`src/rtl/hbus_pkg.sv`:
```
package hbus_pkg;
   // lane width is fixed by the bus definition
   localparam int unsigned LANE_W = 8;

   // register indices whose position other logic depends on
   localparam logic [3:0] IDX_IRQ  = 4'h0;
   localparam logic [3:0] IDX_CTL2 = 4'h1;
   localparam logic [3:0] IDX_REV  = 4'hF;

   // control-2 field positions
   localparam int unsigned TS_EN_LSB = 4;
   localparam int unsigned TUN0_BIT  = 3;
   localparam int unsigned TUN1_BIT  = 2;

   // interrupt register layout: source k enable at EN_OFS + STRIDE*k,
   // pending at STRIDE*k
   localparam int unsigned IRQ_EN_OFS = 2;
   localparam int unsigned IRQ_STRIDE = 4;
   localparam int unsigned IRQ_MAX    = 2;

   // generic storage slots: 1, 4..10, 12, 13
   localparam logic [15:0] DEF_GEN_MASK = 16'h37F2;
endpackage

```
`src/rtl/hbus_sync.sv`:
```
module hbus_sync #(
   parameter int unsigned    W       = 1,
   parameter int unsigned    STAGES  = 2,
   parameter logic [W-1:0]   RST_VAL = '0
) (
   input  logic         clk,
   input  logic         rst_n,
   input  logic [W-1:0] d,
   output logic [W-1:0] q
);
   if (STAGES < 2) begin : g_bad_stages
      $error("hbus_sync: STAGES must be at least 2");
   end

   logic [W-1:0] st [STAGES];

   always_ff @(posedge clk or negedge rst_n) begin
      if (!rst_n) begin
         for (int s = 0; s < STAGES; s++) st[s] <= RST_VAL;
      end else begin
         st[0] <= d;
         for (int s = 1; s < STAGES; s++) st[s] <= st[s-1];
      end
   end

   assign q = st[STAGES-1];
endmodule

```
`src/rtl/hbus_front.sv`:
```
module hbus_front #(
   parameter int unsigned STAGES = 2,
   parameter int unsigned DATA_W = 8
) (
   input  logic              clk,
   input  logic              rst_n,
   input  logic              cs_n,
   input  logic              sel,
   input  logic              wr_n,
   input  logic              rd_n,
   input  logic [DATA_W-1:0] din,
   output logic              acc_wr,
   output logic              acc_rd,
   output logic              acc_sel,
   output logic [DATA_W-1:0] acc_data,
   output logic              rd_idle
);
   localparam int unsigned CW = 4;
   // {cs_n, sel, wr_n, rd_n} idle value
   localparam logic [CW-1:0] CTL_IDLE = 4'b1011;

   logic [CW-1:0]     ctl_s;
   logic [DATA_W-1:0] din_s;
   logic              cs_s, sel_s, wr_s, rd_s;
   logic              wr_prev, rd_prev;

   hbus_sync #(.W(CW), .STAGES(STAGES), .RST_VAL(CTL_IDLE)) u_ctl_sync (
      .clk (clk),
      .rst_n (rst_n),
      .d ({cs_n, sel, wr_n, rd_n}),
      .q (ctl_s)
   );

   // lane data goes through the same depth so it lines up with the strobes
   hbus_sync #(.W(DATA_W), .STAGES(STAGES), .RST_VAL('0)) u_dat_sync (
      .clk (clk),
      .rst_n (rst_n),
      .d (din),
      .q (din_s)
   );

   assign {cs_s, sel_s, wr_s, rd_s} = ctl_s;

   always_ff @(posedge clk or negedge rst_n) begin
      if (!rst_n) begin
         wr_prev <= 1'b1;
         rd_prev <= 1'b1;
      end else begin
         wr_prev <= wr_s;
         rd_prev <= rd_s;
      end
   end

   // write wins if both strobes fall together
   assign acc_wr   = wr_prev & ~wr_s & ~cs_s;
   assign acc_rd   = rd_prev & ~rd_s & ~cs_s & ~acc_wr;
   assign acc_sel  = sel_s;
   assign acc_data = din_s;
   assign rd_idle  = rd_s | cs_s;
endmodule

```
`src/rtl/hbus_regfile.sv`:
```
module hbus_regfile #(
   parameter int unsigned             ADDR_W   = 4,
   parameter int unsigned             DATA_W   = 8,
   parameter logic [(1<<ADDR_W)-1:0]  GEN_MASK = '0
) (
   input  logic                              clk,
   input  logic                              rst_n,
   input  logic                              wr_en,
   input  logic [ADDR_W-1:0]                 wr_idx,
   input  logic [DATA_W-1:0]                 wr_data,
   input  logic [ADDR_W-1:0]                 rd_idx,
   output logic [(1<<ADDR_W)*DATA_W-1:0]     bank,
   output logic [(1<<ADDR_W)-1:0]            wr_pulse,
   output logic [DATA_W-1:0]                 rd_data
);
   localparam int unsigned NREG = 1 << ADDR_W;

   for (genvar i = 0; i < NREG; i++) begin : g_slot
      if (GEN_MASK[i]) begin : g_store
         logic [DATA_W-1:0] q;
         logic              p;
         logic              hit;
         assign hit = wr_en && (wr_idx == ADDR_W'(i));
         always_ff @(posedge clk or negedge rst_n) begin
            if (!rst_n) begin
               q <= '0;
               p <= 1'b0;
            end else begin
               p <= hit;
               if (hit) q <= wr_data;
            end
         end
         assign bank[i*DATA_W +: DATA_W] = q;
         assign wr_pulse[i]              = p;
      end else begin : g_empty
         assign bank[i*DATA_W +: DATA_W] = '0;
         assign wr_pulse[i]              = 1'b0;
      end
   end

   assign rd_data = bank[rd_idx*DATA_W +: DATA_W];
endmodule

```
`src/rtl/hbus_irq.sv`:
```
module hbus_irq
   import hbus_pkg::*;
#(
   parameter int unsigned N_SRC = 2
) (
   input  logic               clk,
   input  logic               rst_n,
   input  logic               ctl_wr,
   input  logic               ack,
   input  logic [N_SRC-1:0]   en_bits,
   input  logic [N_SRC-1:0]   src,
   output logic [N_SRC-1:0]   pend,
   output logic [LANE_W-1:0]  rd_word
);
   if (N_SRC < 1 || N_SRC > IRQ_MAX) begin : g_bad_src
      $error("hbus_irq: N_SRC out of range");
   end

   logic [N_SRC-1:0] en_q;
   logic [N_SRC-1:0] pend_q;

   always_ff @(posedge clk or negedge rst_n) begin
      if (!rst_n) begin
         en_q   <= '0;
         pend_q <= '0;
      end else begin
         if (ctl_wr) en_q <= en_bits;
         for (int k = 0; k < N_SRC; k++) begin
            // a live source beats the acknowledge
            if (src[k] && en_q[k])  pend_q[k] <= 1'b1;
            else if (ack)           pend_q[k] <= 1'b0;
         end
      end
   end

   always_comb begin
      rd_word = '0;
      for (int k = 0; k < N_SRC; k++) begin
         rd_word[IRQ_EN_OFS + IRQ_STRIDE*k] = en_q[k];
         rd_word[IRQ_STRIDE*k]              = pend_q[k];
      end
   end

   assign pend = pend_q;
endmodule

```
`src/rtl/hbus_regslave.sv`:
```
module hbus_regslave
   import hbus_pkg::*;
#(
   parameter int unsigned             ADDR_W      = 4,
   parameter int unsigned             SYNC_STAGES = 2,
   parameter int unsigned             N_SRC       = 2,
   parameter logic [LANE_W-1:0]       REVISION    = 8'h5A,
   parameter logic [(1<<ADDR_W)-1:0]  GEN_MASK    = DEF_GEN_MASK
) (
   input  logic                              clk,
   input  logic                              rst_n,
   input  logic                              hb_cs_n,
   input  logic                              hb_sel_addr,
   input  logic                              hb_wr_n,
   input  logic                              hb_rd_n,
   input  logic [LANE_W-1:0]                 hb_din,
   output logic [LANE_W-1:0]                 hb_dout,
   output logic                              hb_oe,
   output logic                              hb_rdy_n,
   output logic                              hb_irq_n,
   input  logic [N_SRC-1:0]                  irq_src,
   output logic [(1<<ADDR_W)*LANE_W-1:0]     reg_bank,
   output logic [(1<<ADDR_W)-1:0]            reg_wr,
   output logic [1:0]                        ts_out_en,
   output logic [1:0]                        tuner_rst_n
);
   localparam int unsigned CTL2_LSB = int'(IDX_CTL2) * LANE_W;

   if (ADDR_W < 4 || ADDR_W > LANE_W) begin : g_bad_aw
      $error("hbus_regslave: ADDR_W must lie in 4..8");
   end
   if (GEN_MASK[IDX_IRQ] || GEN_MASK[IDX_REV]) begin : g_bad_mask
      $error("hbus_regslave: GEN_MASK overlaps a dedicated register");
   end
   if (!GEN_MASK[IDX_CTL2]) begin : g_bad_ctl2
      $error("hbus_regslave: control-2 slot must be generic storage");
   end

   // bus front end
   logic              acc_wr, acc_rd, acc_sel, rd_idle;
   logic [LANE_W-1:0] acc_data;

   hbus_front #(.STAGES(SYNC_STAGES), .DATA_W(LANE_W)) u_front (
      .clk (clk),
      .rst_n (rst_n),
      .cs_n (hb_cs_n),
      .sel (hb_sel_addr),
      .wr_n (hb_wr_n),
      .rd_n (hb_rd_n),
      .din (hb_din),
      .acc_wr (acc_wr),
      .acc_rd (acc_rd),
      .acc_sel (acc_sel),
      .acc_data (acc_data),
      .rd_idle (rd_idle)
   );

   // address latch
   logic [LANE_W-1:0] addr_q;
   logic [ADDR_W-1:0] cur_idx;

   always_ff @(posedge clk or negedge rst_n) begin
      if (!rst_n)                 addr_q <= '0;
      else if (acc_wr && acc_sel) addr_q <= acc_data;
   end

   assign cur_idx = addr_q[ADDR_W-1:0];

   logic data_wr, data_rd;
   assign data_wr = acc_wr & ~acc_sel;
   assign data_rd = acc_rd & ~acc_sel;

   // generic storage
   logic [LANE_W-1:0] gen_rdata;

   hbus_regfile #(.ADDR_W(ADDR_W), .DATA_W(LANE_W), .GEN_MASK(GEN_MASK)) u_regs (
      .clk (clk),
      .rst_n (rst_n),
      .wr_en (data_wr),
      .wr_idx (cur_idx),
      .wr_data (acc_data),
      .rd_idx (cur_idx),
      .bank (reg_bank),
      .wr_pulse (reg_wr),
      .rd_data (gen_rdata)
   );

   // interrupt control
   logic [N_SRC-1:0]  en_bits;
   logic [N_SRC-1:0]  pend;
   logic [LANE_W-1:0] irq_word;
   logic              at_irq, at_rev;

   assign at_irq = (cur_idx == ADDR_W'(IDX_IRQ));
   assign at_rev = (cur_idx == ADDR_W'(IDX_REV));

   for (genvar k = 0; k < N_SRC; k++) begin : g_en
      assign en_bits[k] = acc_data[IRQ_EN_OFS + IRQ_STRIDE*k];
   end

   hbus_irq #(.N_SRC(N_SRC)) u_irq (
      .clk (clk),
      .rst_n (rst_n),
      .ctl_wr (data_wr && at_irq),
      .ack (data_rd && at_irq),
      .en_bits (en_bits),
      .src (irq_src),
      .pend (pend),
      .rd_word (irq_word)
   );

   assign hb_irq_n = ~(|pend);

   // read return
   logic [LANE_W-1:0] rsel;

   always_comb begin
      if (acc_sel)     rsel = addr_q;
      else if (at_irq) rsel = irq_word;
      else if (at_rev) rsel = REVISION;
      else             rsel = gen_rdata;
   end

   logic [LANE_W-1:0] dout_q;
   logic              oe_q, rdy_q;

   always_ff @(posedge clk or negedge rst_n) begin
      if (!rst_n) begin
         dout_q <= '0;
         oe_q   <= 1'b0;
         rdy_q  <= 1'b1;
      end else begin
         rdy_q <= ~(acc_wr | acc_rd);
         if (acc_rd) begin
            dout_q <= rsel;
            oe_q   <= 1'b1;
         end else if (rd_idle) begin
            oe_q   <= 1'b0;
         end
      end
   end

   assign hb_dout  = dout_q;
   assign hb_oe    = oe_q;
   assign hb_rdy_n = rdy_q;

   // control-2 taps
   assign ts_out_en      = reg_bank[CTL2_LSB + TS_EN_LSB +: 2];
   assign tuner_rst_n[0] = reg_bank[CTL2_LSB + TUN0_BIT];
   assign tuner_rst_n[1] = reg_bank[CTL2_LSB + TUN1_BIT];
endmodule

```
`config.mk`:
```
export PLATFORM = sky130hd
export DESIGN_NAME = hbus_regslave
export DESIGN_NICKNAME = d
export VERILOG_FILES = /design/src/rtl/hbus_pkg.sv /design/src/rtl/hbus_sync.sv /design/src/rtl/hbus_front.sv /design/src/rtl/hbus_regfile.sv /design/src/rtl/hbus_irq.sv /design/src/rtl/hbus_regslave.sv
export SDC_FILE = /design/constraint.sdc
export NUM_CORES = 1
export LEC_CHECK = 0
export BUFFER_PORTS_ARGS = -buffer_cell sky130_fd_sc_hd__buf_2
export CORE_MARGIN = 1.5
export CORE_UTILIZATION = 40
export CTS_BUF_LIST = sky130_fd_sc_hd__clkbuf_4 sky130_fd_sc_hd__clkbuf_8
export CTS_CLUSTER_SIZE = 28
export DETAILED_ROUTE_END_ITERATION = 6
export PLACE_DENSITY = 0.75
export SETUP_SLACK_MARGIN = 0.02
export SKIP_CTS_REPAIR_TIMING = 1
export SYNTH_ARGS = -nofsm -noshare
export SYNTH_HDL_FRONTEND = slang
export SYNTH_SLANG_ARGS = --single-unit
```
`constraint.sdc`:
```
create_clock -name clk -period 4.7 [get_ports clk]
set_input_delay 0.47 -clock clk [delete_from_list [all_inputs] [get_ports clk]]
set_output_delay 0.47 -clock clk [all_outputs]
set_load 0.02 [all_outputs]
```
==> results of run 1 <==
-- logic make-up after synthesis --
group | Yosys count
AO/OA/AOI/OAI | 56
flip-flops | 138
multiplexers | 117
AND/OR/NAND/NOR | 70
buffers and inverters | 102
other | 1
-- where the power goes --
group          total [mW]  internal (mW)  switching [mW]
sequential           1.55           1.35           0.201
clock               0.895          0.463           0.431
combinational       0.701          0.282           0.419
-- path summary, 6_finish.rpt --
| check | start | to | slack [ps] | depth (start not counted) |
|---|---|---|---|---|
| max | addr_q[1] | u_regs.g_slot[10].g_store.q[6] | 2100 | 3 |
| min | rst_n | u_regs.g_slot[13].g_store.p | 90 | 1 |
| max reg2reg | addr_q[1] | u_regs.g_slot[10].g_store.q[6] | 2100 | 3 |
| min reg2reg | u_front.u_dat_sync.st[15] | u_front.u_dat_sync.q[7] | 350 | 0 |
| max in group asynchronous | rst_n | u_regs.g_slot[1].g_store.p | 3490 | 2 |
| min in group clk | hb_din[0] | u_front.u_dat_sync.st[8] | 130 | 1 |
-- synth_stat cells, types with 6 or more instances --
master	n
sky130_fd_sc_hd__dfrtp_1	129
sky130_fd_sc_hd__mux2_2	89
sky130_fd_sc_hd__buf_4	71
sky130_fd_sc_hd__mux2i_1	23
sky130_fd_sc_hd__clkbuf_1	15
sky130_fd_sc_hd__nor2_1	14
sky130_fd_sc_hd__a21oi_1	13
sky130_fd_sc_hd__nand2_1	12
sky130_fd_sc_hd__o21ai_0	10
sky130_fd_sc_hd__dfstp_2	9
sky130_fd_sc_hd__inv_1	8
sky130_fd_sc_hd__nand2b_1	7
sky130_fd_sc_hd__a22o_1	6
sky130_fd_sc_hd__buf_2	6
-- flip-flops by register name, summed over array words and instances, names as in the netlist --
name and flops:
u_irq.en_q 2, u_regs.g_slot.g_store.p 10, u_front.u_ctl_sync.q 4, u_front.wr_prev 1
hb_rdy_n 1, hb_oe 1, u_front.u_dat_sync.q 8, u_irq.pend 2
u_front.u_ctl_sync.st 4, u_regs.g_slot.g_store.q 80, u_front.u_dat_sync.st 8, addr_q 8
hb_dout 8, u_front.rd_prev 1
-- layout make-up --
class	count	area [um^2]	share of cell area, %
clock inverter	9	75.1	1.06
tap	211	264	3.72
inverter	8	30.0	0.423
timing repair buffer	123	629	8.86
multi-input combinational	297	2350	33.0
sequential	138	3470	48.8
clock buffer	23	292	4.11
-- stage by stage --
stage          hold WS [ps]  worst slack (ps)  instance area (um^2)  cells
6_report               87.5              2100                  7100    809
5_1_grt                89.6              1910                  7100    809
4_1_cts                 101              2170                  7100    809
3_5_place_dp            336              2180                  6740    777
3_3_place_gp            334              2380                  6740    777
2_1_floorplan           174              2800                  6470    537
-- routing by layer --
metal / global-route usage [%] / part of all wire (%) / vias to the layer above / wire [um]
met4: 7.14 / 2.0 / 0 / 298
met2: 30.2 / 48 / 173 / 7100
met5: 0 / 0 / - / 0
met3: 5.76 / 6.9 / 21 / 1030
met1: 24.3 / 43 / 2039 / 6400
li1: - / - / 1780 / -
==> results.txt, run 1 <==
- Run status: complete, no violations
- The critical path is of the register to register type.
- After routing, the total negative slack on setup checks comes to 0 ps.
- The detail route stage leaves a number of antenna-violating nets equal to 0.
- DP Wirelength: 10700 um
* Final setup skew: 11.5 ps
* Max-slew headroom: 31.5%
- Top-level I/O count: about 180
* Initial antenna violation count: 0
- The die is about 130 um wide.
- Leading cell type in the layout, fill and taps excluded: sky130_fd_sc_hd__dfrtp_1
* Maximum fanout encountered on the critical timing path: 32
* Critical path, cell by cell: nor2b_1 -> nand3_1 -> mux2_2
- Placer's final routability congestion estimate: slightly above 0.9
- On the worst path, the slowest cell contributes a delay of 1020 ps.
- After detailed routing, the average wire length per cell comes to 18.3 um.
- The mapped netlist covers 6270 um^2.
- Post-synth cell types: 48
- Share of async-settable or async-resettable flops after synthesis: 100%
- Final wirelength: between 10000 and 15000 um
- For this configuration, the core starts out at a cell density of 41.1%.
* Count of warnings emitted by yosys: 0
- Total number of vias: 4013
- Across the run, the number of max-cap violations was 0.
- Global-route wire length before repair: 23300 um
- Type of the tightest min-delay check: input pin to async pin
- Number of fill cells in the layout: roughly 1.4k
* Violation count after the first detailed-routing iteration: 208
- Compound-gate portion of the synthesized area: approximately 6.1%
- Number of placement rows: 45
* Leading post-synthesis cells by cell area: sky130_fd_sc_hd__dfrtp_1 (51%), sky130_fd_sc_hd__mux2_2 (16%), sky130_fd_sc_hd__buf_4 (8.5%), sky130_fd_sc_hd__dfstp_2 (3.8%), sky130_fd_sc_hd__mux2i_1 (3.7%)
* Die height: 128 um
- Full die area: 16400 um^2
* Clock latency of the later-clocked register in the worst-skew pair: approximately 440 ps
* Antenna diode count: 0
- Mean instance size in the synthesized netlist: 13.0 um^2
- Area of the core: 15300 um^2
- Overall global routing resource usage: 18.9%
- Largest net degree at the start of global routing: between 90 and 100
- Least-Margin Pin Slew: 1030 ps
* Share of final-layout standard cells stronger than drive strength 1: between 40 and 50%
- The H-tree was split into 4 levels.
- After Yosys synthesis, XOR and XNOR cells account for 0% of the synthesized area.
- Final layout net count: 601
- Period minus WS final: about 2600 ps
- Summed over all instances, the cell type with the most area after synthesis is sky130_fd_sc_hd__dfrtp_1.
- Worst path arrival time: 2920 ps
- Simple-gate portion of the synthesized area: 6.85%
* GR Overflow Total: 0
- For the worst setup path, the data required time is 5020 ps.
- Total power for the finished layout comes to 3.14 mW.
* Top cell type's share of synthesized area: about 51%
* Cell type group with the largest total delay on the critical path: flip-flops
* Worst setup SP type: register
- Adder and majority cell fraction of the synthesized area: 0%
- Total count of max-transition violations in the final report: 0
* Maximum clock frequency: between 300 and 400 MHz
- Buffer levels on the longest clock path: 2
- Setup-failing EPs final: 0
- Synth-to-Final Area Change: 13.3%
- Share of the core filled with cells: a little under half
- The number of buffers and inverters on the critical path is 0.
- Post-synth top flop: sky130_fd_sc_hd__dfrtp_1
- In this run, synthesis inferred 0 flip-flops with an integrated enable.
- Vias per inst: 4.96
* Worst-case vdd ir drop: between 0.2 and 0.3 mV
* Vias in the first global route: around 4.1k
- Crit-path slowest cell: sky130_fd_sc_hd__dfrtp_1
- Final hold viol count: 0
* Clock-pin slew on the worst setup and hold paths: approximately 70 ps
* Leakage: 3.76 nW
* Synthesized netlist cell count: 484
- The tree built by TritonCTS fans out to 138 sinks.
- Sequential-to-total area share from yosys stat: 55.3%
- DRC: 0
- First-pass iteration count of the detailed router: 6
- Number of buffers inserted during clock tree synthesis: 17
- TritonCTS built the clock tree.
- In this run the power density over the cells is 442 nW/um^2.
* Number of I/O port buffers: 120
- The worst setup path is captured at a register.
- By area, the combinational part of the netlist is dominated by multiplexers.
- Unrepaired setup endpoints after global routing: no
* Synth Register Bits: 138
- In the finished design, the share of the clock period the worst path needs comes to about 55%.
- Fraction of synthesized area in multiplexers: between 20% and 30%
* Commonest non-fill, non-tap cells in the layout: sky130_fd_sc_hd__dfrtp_1 (128), sky130_fd_sc_hd__buf_2 (119), sky130_fd_sc_hd__mux2_2 (89)
- The root buffer cell chosen for the clock tree is sky130_fd_sc_hd__clkbuf_8.
Power figures use the tool's default switching activity.
==> run 2, diff against run 1 <==
--- a/config.mk
+++ b/config.mk
@@ -11,7 +11,7 @@
 export CTS_BUF_LIST = sky130_fd_sc_hd__clkbuf_4 sky130_fd_sc_hd__clkbuf_8
 export CTS_CLUSTER_SIZE = 28
 export DETAILED_ROUTE_END_ITERATION = 6
-export PLACE_DENSITY = 0.75
+export PLACE_DENSITY = 0.77
 export SETUP_SLACK_MARGIN = 0.02
 export SKIP_CTS_REPAIR_TIMING = 1
 export SYNTH_ARGS = -nofsm -noshare
==> constraint.sdc (replaced) <==
create_clock -name clk -period 2.1 [get_ports clk]
set_input_delay 0.21 -clock clk [delete_from_list [all_inputs] [get_ports clk]]
set_output_delay 0.21 -clock clk [all_outputs]
set_load 0.02 [all_outputs]
==> run 2 against run 1 <==
  * Sequential share of layout area fell by 2.4 points
  * Power grew 130%
  * First-iteration DRC count is 11% lower
  * Combinational power grew to 2.6 times the previous value
  * Fmax up 31%
  * Largest power group unchanged
  * Design area is 5.1% higher
  * Global-route usage grew 0.83 points
  * Utilization grew 2.4 points
==> results.txt, run 2 (synthesis results as in run 1) <==
* Number of fill cells in the layout: 1358 (was 1412)
- The HPWL after detailed placement was 11400 um (was 10700 um).
- Initial antenna violation count: 0 (unchanged)
- The worst-case vdd ir drop came to 0.438 mV (was 0.254 mV).
* Setup WS pre-CTS: 52.5 ps (was 2180 ps)
* Worst-case register-to-register setup slack: 120 ps (was 2100 ps)
- Die height: 128 um (unchanged)
- The share of post-route cells with drive strength above 1 was 46.8% (was 45.3%).
* Cell chosen for the clock root: sky130_fd_sc_hd__clkbuf_8 (unchanged)
- Top-level I/O count: 175 (unchanged)
* Largest registers in the final layout: u_regs.g_slot.g_store.q x80, u_regs.g_slot.g_store.p x10 (unchanged)
* Area taken by multi-input logic gates: 2360 um^2 (was 2350 um^2)
- Setup-failing EPs final: 0 (unchanged)
- Run status: complete, no violations (unchanged).
- DRT antenna net count: 0 (unchanged)
* Critical path, cell by cell: nand2b_4 -> or3_4 -> nor3_4 -> nand2_2 -> mux2_2 (was nor2b_1 -> nand3_1 -> mux2_2)
- The flip-flop count of the largest register, all copies and words added was 80 (unchanged).
- Global-route wire length before repair: 24100 um (was 23300 um)
* Period minus WS final: 1980 ps (was 2600 ps)
* CP Data Required Time: 2430 ps (was 5020 ps)
- The setup TNS after final layout is 0 ps (unchanged).
* Leakage: 3.98 nW (was 3.76 nW)
* Effective utilization at floorplan: 41.1% (unchanged)
* Critical path depth in cells: 5 (was 3)
* Leading cell type in the layout, fill and taps excluded: sky130_fd_sc_hd__dfrtp_1 (unchanged)
* Total count of max-transition violations in the final report: 0 (unchanged)
- Number of I/O port buffers: 120 (unchanged)
- The number of clock sinks seen by CTS came to 138 (unchanged).
* Register ranked first by flip-flop count: u_regs.g_slot.g_store.q (unchanged)
- The insertion delay to the later sink of the worst-skew pair came to 450 ps (was 440 ps).
- Least-Margin Pin Slew: 574 ps (was 1030 ps)
* Cell type group with the largest total delay on the critical path: simple AND/OR/NAND/NOR gates (was flip-flops)
- Unrepaired setup endpoints after global routing: no (unchanged).
- The reg-to-reg critical path endpoint is u_regs.g_slot[4].g_store.q[2] (was u_regs.g_slot[10].g_store.q[6]).
- The number of nets in the layout came to 641 (was 601).
- Total buffers and inverters traversed by the critical path: 0 (unchanged)
* Worst R2R Path Depth: 5 (was 3)
- The area growth from synthesis to layout was 19.0% (was 13.3%).
- The largest buffer count on any clock path came to 2 (unchanged).
* Crit-path slowest cell: sky130_fd_sc_hd__dfstp_2 (was sky130_fd_sc_hd__dfrtp_1)
* Vias in the first global route: 4222 (was 4126)
- Endpoint of the most critical setup path: u_regs.g_slot[4].g_store.q[2] (was u_regs.g_slot[10].g_store.q[6])
- The register area came to 3470 um^2 (unchanged).
- The worst-case headroom to the max-slew limit was 61.6% (was 31.5%).
* Total power per unit cell area: 954 nW/um^2 (was 442 nW/um^2)
- Depth of the worst hold-timing path: 2
- Type of the tightest min-delay check: input pin to register (was input pin to async pin)
* Area of the core: 15300 um^2 (unchanged)
- Crit path kind: register to register (unchanged)
- Drt wl/cell: 18.3 um (about the same)
- The start of the worst register-to-register path is u_front.wr_prev (was addr_q[1]).
- DRC: 0 (unchanged)
* Full die area: 16400 um^2 (unchanged)
- Maximum clock frequency: 505 MHz (was 385 MHz)
- Placer's final routability congestion estimate: 0.874 (was 0.915)
* Clock-pin slew on the worst setup and hold paths: 80 ps (was 70 ps)
- Commonest non-fill, non-tap cells in the layout: sky130_fd_sc_hd__dfrtp_1 (128), sky130_fd_sc_hd__buf_2 (119), sky130_fd_sc_hd__mux2_2 (89) (unchanged)
* H-Tree Depth: 4 (unchanged)
- Worst path arrival time: 2310 ps (was 2920 ps)
- Maximum fanout encountered on the critical timing path: 9 (was 32)
- Final critical-path share of the clock period: 94.2% (was 55.3%)
- The placed cell area was 6960 um^2 (was 6740 um^2).
* Total number of vias: 4247 (was 4013)
- The iteration-0 DRC count of the detailed router came to 185 (was 208).
- The endpoint type of the worst setup path is a register (unchanged).
- The site row count was 45 (unchanged).
- Antenna diode count: 0 (unchanged)
- The delay of the slowest critical-path stage was 550 ps (was 1020 ps).
- Floorplan die width: 128 um (unchanged)
- Clock tree from TritonCTS: built (unchanged)
- Final hold viol count: 0 (unchanged)
- The overall power came to 7.12 mW (was 3.14 mW).
* Final wirelength: 15500 um (was 14800 um)
- The finished layout cell area is 7460 um^2 (was 7100 um^2).
- The worst setup skew after layout came to 9.47 ps (was 11.5 ps).
- The first-pass detailed-route iteration total is 5 (was 6).
* Number of buffers inserted during clock tree synthesis: 17 (unchanged)
- The aggregate global-route resource usage came to 19.7% (was 18.9%).
* GR Overflow Total: 0 (unchanged)
- Worst setup SP type: register (unchanged)
* Launch point of the critical path: u_front.wr_prev (was addr_q[1])
* Vias per inst: 5.01 (was 4.96)
- The count of max-cap constraint violations came to 0 (unchanged).
- The setup slack of the critical path after layout is 121 ps (was 2100 ps).
* Largest net degree at the start of global routing: 62 (was 95)
## run 2: report_power, final
part | leakage (nW) | switching (mW) | internal, mW
clock | 0.194 | 0.973 | 0.967
combinational | 2.00 | 1.06 | 0.735
sequential | 1.78 | 0.375 | 3.01
total | 3.98 | 2.41 | 4.71
## run 2: routing by layer
layer  up-vias  share of wire, %  GRT usage [%]
met5         -                 0              0
met4         0               1.9           6.54
met3        25               6.7           6.09
met2       203                48           31.8
met1      2162                43           25.4
li1       1857                 -              -
## run 2: stage by stage
step / hold WS, ps / instances / util, %
2_1_floorplan: -85.6 / 537 / -
3_3_place_gp: 161 / 804 / 45.6
3_5_place_dp: 174 / 804 / 45.6
4_1_cts: -317 / 835 / 48.0
5_1_grt: 4.31 / 848 / 48.9
6_report: 7.45 / 848 / 48.9
## run 2: area by class of cell
class	instances	area share, %
clock inverter	8	0.587
timing repair buffer	163	13.2
clock buffer	23	4.16
inverter	8	0.402
multi-input combinational	297	31.6
sequential	138	46.4
tap	211	3.54
## run 2: worst min-delay path by stage
stage / startpoint / endpoint / slack, ps
2_1_floorplan: rst_n / addr_q[0] / -90
3_3_place_gp: rst_n / u_regs.g_slot[6].g_store.q[5] / 160
3_5_place_dp: rst_n / u_regs.g_slot[8].g_store.q[7] / 170
4_1_cts: rst_n / u_regs.g_slot[13].g_store.p / -320
5_1_grt: irq_src[1] / u_irq.pend[1] / 4
6_report: irq_src[0] / u_irq.pend[0] / 7
==> run 3, diff against run 2 <==
--- a/config.mk
+++ b/config.mk
@@ -11,6 +11,7 @@
 export CTS_BUF_LIST = sky130_fd_sc_hd__clkbuf_4 sky130_fd_sc_hd__clkbuf_8
 export CTS_CLUSTER_SIZE = 28
 export DETAILED_ROUTE_END_ITERATION = 6
+export MAX_ROUTING_LAYER = met4
 export PLACE_DENSITY = 0.77
 export SETUP_SLACK_MARGIN = 0.02
 export SKIP_CTS_REPAIR_TIMING = 1
==> run 3 against run 2 <==
  * Sequential share of layout area stayed put
  * Largest cell class unchanged
  * First-iteration DRC count increased by 0.54%
  * Critical path type unchanged
  * Die area stayed put
  * Non-clock buffer count did not move
  * Power about the same
  * Clock skew increased by 4.4 ps
  * Worst setup slack worse by 6.7 ps
  * Utilization stayed put
  * Design area is the same
  * Highest routed layer unchanged
  * Wire length down 0.41%
  * Combinational power hardly changed
==> results.txt, run 3 (synthesis results as in run 1) <==
- The first-pass detailed-route iteration total was 5 (unchanged).
* GR Overflow Total: 0 (unchanged)
- Largest registers in the final layout: u_regs.g_slot.g_store.q x80, u_regs.g_slot.g_store.p x10 (unchanged).
- The die outline area came to 16400 um^2 (unchanged).
- Antenna diode count: 0 (unchanged)
* DP Wirelength: 11400 um (unchanged)
- Final hold viol count: 0 (unchanged)
- Largest net degree at the start of global routing: 62 (unchanged)
- Register ranked first by flip-flop count: u_regs.g_slot.g_store.q (unchanged)
- Global-route wire length before repair: 24100 um (about the same)
- The horizontal die dimension came to 128 um (unchanged).
- Sinks on the clock net: 138 (unchanged)
- Buffer levels on the longest clock path: 2 (unchanged)
- Run status: complete, no violations (unchanged).
* Maximum clock frequency: 504 MHz (was 505 MHz)
- Unrepaired setup endpoints after global routing: no (unchanged).
- Final critical-path share of the clock period: 94.6% (was 94.2%)
- The total power density per cell area was 955 nW/um^2 (was 954 nW/um^2).
- The total CTS buffers came to 17 (unchanged).
- Area of the core: 15300 um^2 (unchanged)
* Share of final-layout standard cells stronger than drive strength 1: 46.8% (unchanged)
* Crit path kind: register to register (unchanged)
* Die height: 128 um (unchanged)
* Number of fill cells in the layout: 1358 (unchanged)
- Type of the tightest min-delay check: input pin to register (unchanged)
* Total number of vias: 4249 (was 4247)
* Violation count after the first detailed-routing iteration: 186 (was 185)
* Drt wl/cell: 18.2 um (was 18.3 um)
* CP Data Required Time: 2430 ps (about the same)
- The clock edge transition at the registers on the reported setup and hold paths is 80 ps (about the same).
* Worst setup SP type: register (unchanged)
- The aggregate global-route resource usage came to 20.3% (was 19.7%).
- Top-level I/O count: 175 (unchanged)
- The endpoint type of the worst setup path is a register (unchanged).
- Leading cell type in the layout, fill and taps excluded: sky130_fd_sc_hd__dfrtp_1 (unchanged)
- The site row count is 45 (unchanged).
- The worst setup skew after layout is 13.9 ps (was 9.47 ps).
- The setup-violating endpoint count in the final report is 0 (unchanged).
- The insertion delay to the later sink of the worst-skew pair is 460 ps (was 450 ps).
- Total count of max-transition violations in the final report: 0 (unchanged)
* Period minus WS final: 1990 ps (was 1980 ps)
* Vias in the first global route: 4228 (was 4222)
- The endpoint arrival time on the critical path came to 2320 ps (was 2310 ps).
- The initial core utilization is 41.1% (unchanged).
* Initial antenna violation count: 0 (unchanged)
- Final layout net count: 641 (unchanged)
- Maximum fanout encountered on the critical timing path: 9 (unchanged)
- Count of max-cap constraint violations: 0 (unchanged)
* H-Tree Depth: 4 (unchanged)
- Total placed instance area: 6960 um^2 (unchanged)
- The cell at the root of the clock tree was sky130_fd_sc_hd__clkbuf_8 (unchanged).
- The leakage power summed over all cells is 3.98 nW (unchanged).
- The via-per-instance ratio is 5.01 (about the same).
- Number of I/O port buffers: 120 (unchanged)
* Worst-case vdd ir drop: 0.437 mV (was 0.438 mV)
- Cell area after layout: 7460 um^2 (unchanged)
- The transition time at the pin with the least slew margin came to 572 ps (was 574 ps).
* DRC: 0 (unchanged)
* Clock tree from TritonCTS: built (unchanged)
* Final wirelength: 15400 um (was 15500 um)
* Max-slew headroom: 61.8% (was 61.6%)
- The last weighted congestion value of the routability-driven placer came to 0.888 (was 0.874).
- The setup TNS after final layout is 0 ps (unchanged).
* Synth-to-Final Area Change: 19.0% (unchanged)
- Commonest non-fill, non-tap cells in the layout: sky130_fd_sc_hd__dfrtp_1 (128), sky130_fd_sc_hd__buf_2 (119), sky130_fd_sc_hd__mux2_2 (89) (unchanged).
- The remaining number of nets flagged by the antenna check after routing came to 0 (unchanged).
- Largest register FFs: 80 (unchanged)
run 3: cell counts in the layout (fill, tap and decap cells not counted):
Identical to the previous run, type by type.
run 3: per-layer routing:
| metal | wire length [um] | vias up | track usage, % |
|---|---|---|---|
| met2 | 7440 | 188 | 31.8 |
| li1 | - | 1853 | - |
| met3 | 958 | 22 | 5.34 |
| met1 | 6780 | 2186 | 25.6 |
| met4 | 249 | 0 | 7.53 |
| met5 | 0 | - | - |
run 3: per-stage QoR:
| step | worst slack, ps | instances | utilization [%] | hold WS [ps] | total power, mW |
|---|---|---|---|---|---|
| 2_1_floorplan | 204 | 537 | - | -85.6 | 4.57 |
| 3_3_place_gp | 91.9 | 804 | 45.6 | 161 | 5.16 |
| 3_5_place_dp | 52.5 | 804 | 45.6 | 174 | 5.21 |
| 4_1_cts | 29.9 | 835 | 48.0 | -317 | 7.13 |
| 5_1_grt | 49.0 | 848 | 48.9 | 8.44 | 7.45 |
| 6_report | 114 | 848 | 48.9 | 8.20 | 7.13 |
run 3: critical path, stage by stage (launching register included):
cell                       delay, ps
sky130_fd_sc_hd__dfstp_2         550
sky130_fd_sc_hd__nand2b_4         50
sky130_fd_sc_hd__or3_4           390
sky130_fd_sc_hd__nor3_4          310
sky130_fd_sc_hd__nand2_2         220
sky130_fd_sc_hd__mux2_2          330
run 3: power breakdown:
group          switching [mW]  internal [mW]  total (mW)
logic                    1.06          0.735        1.80
clock network           0.978          0.967        1.94
registers               0.375           3.01        3.39
total                    2.41           4.71        7.13
run 3: final timing paths:
path / start / to / slack, ps / cells after the start
max: u_front.wr_prev / u_regs.g_slot[4].g_store.q[2] / 110 / 5
min: irq_src[0] / u_irq.pend[0] / 8 / 2
max reg2reg: u_front.wr_prev / u_regs.g_slot[4].g_store.q[2] / 110 / 5
min reg2reg: u_front.u_ctl_sync.st[6] / u_front.u_ctl_sync.q[2] / 350 / 0
max in group asynchronous: rst_n / u_regs.g_slot[8].g_store.p / 1060 / 3
min in group asynchronous: rst_n / u_regs.g_slot[7].g_store.q[6] / 240 / 2
run 3: final cells by class:
class	instances	area [um^2]	area share, %
flip-flops and latches	138	3470	46.4
well taps	211	264	3.54
clock buffers	23	310	4.16
clock inverters	8	43.8	0.587
inverters	8	30.0	0.402
multi-input cells	297	2360	31.6
repair buffers	163	987	13.2
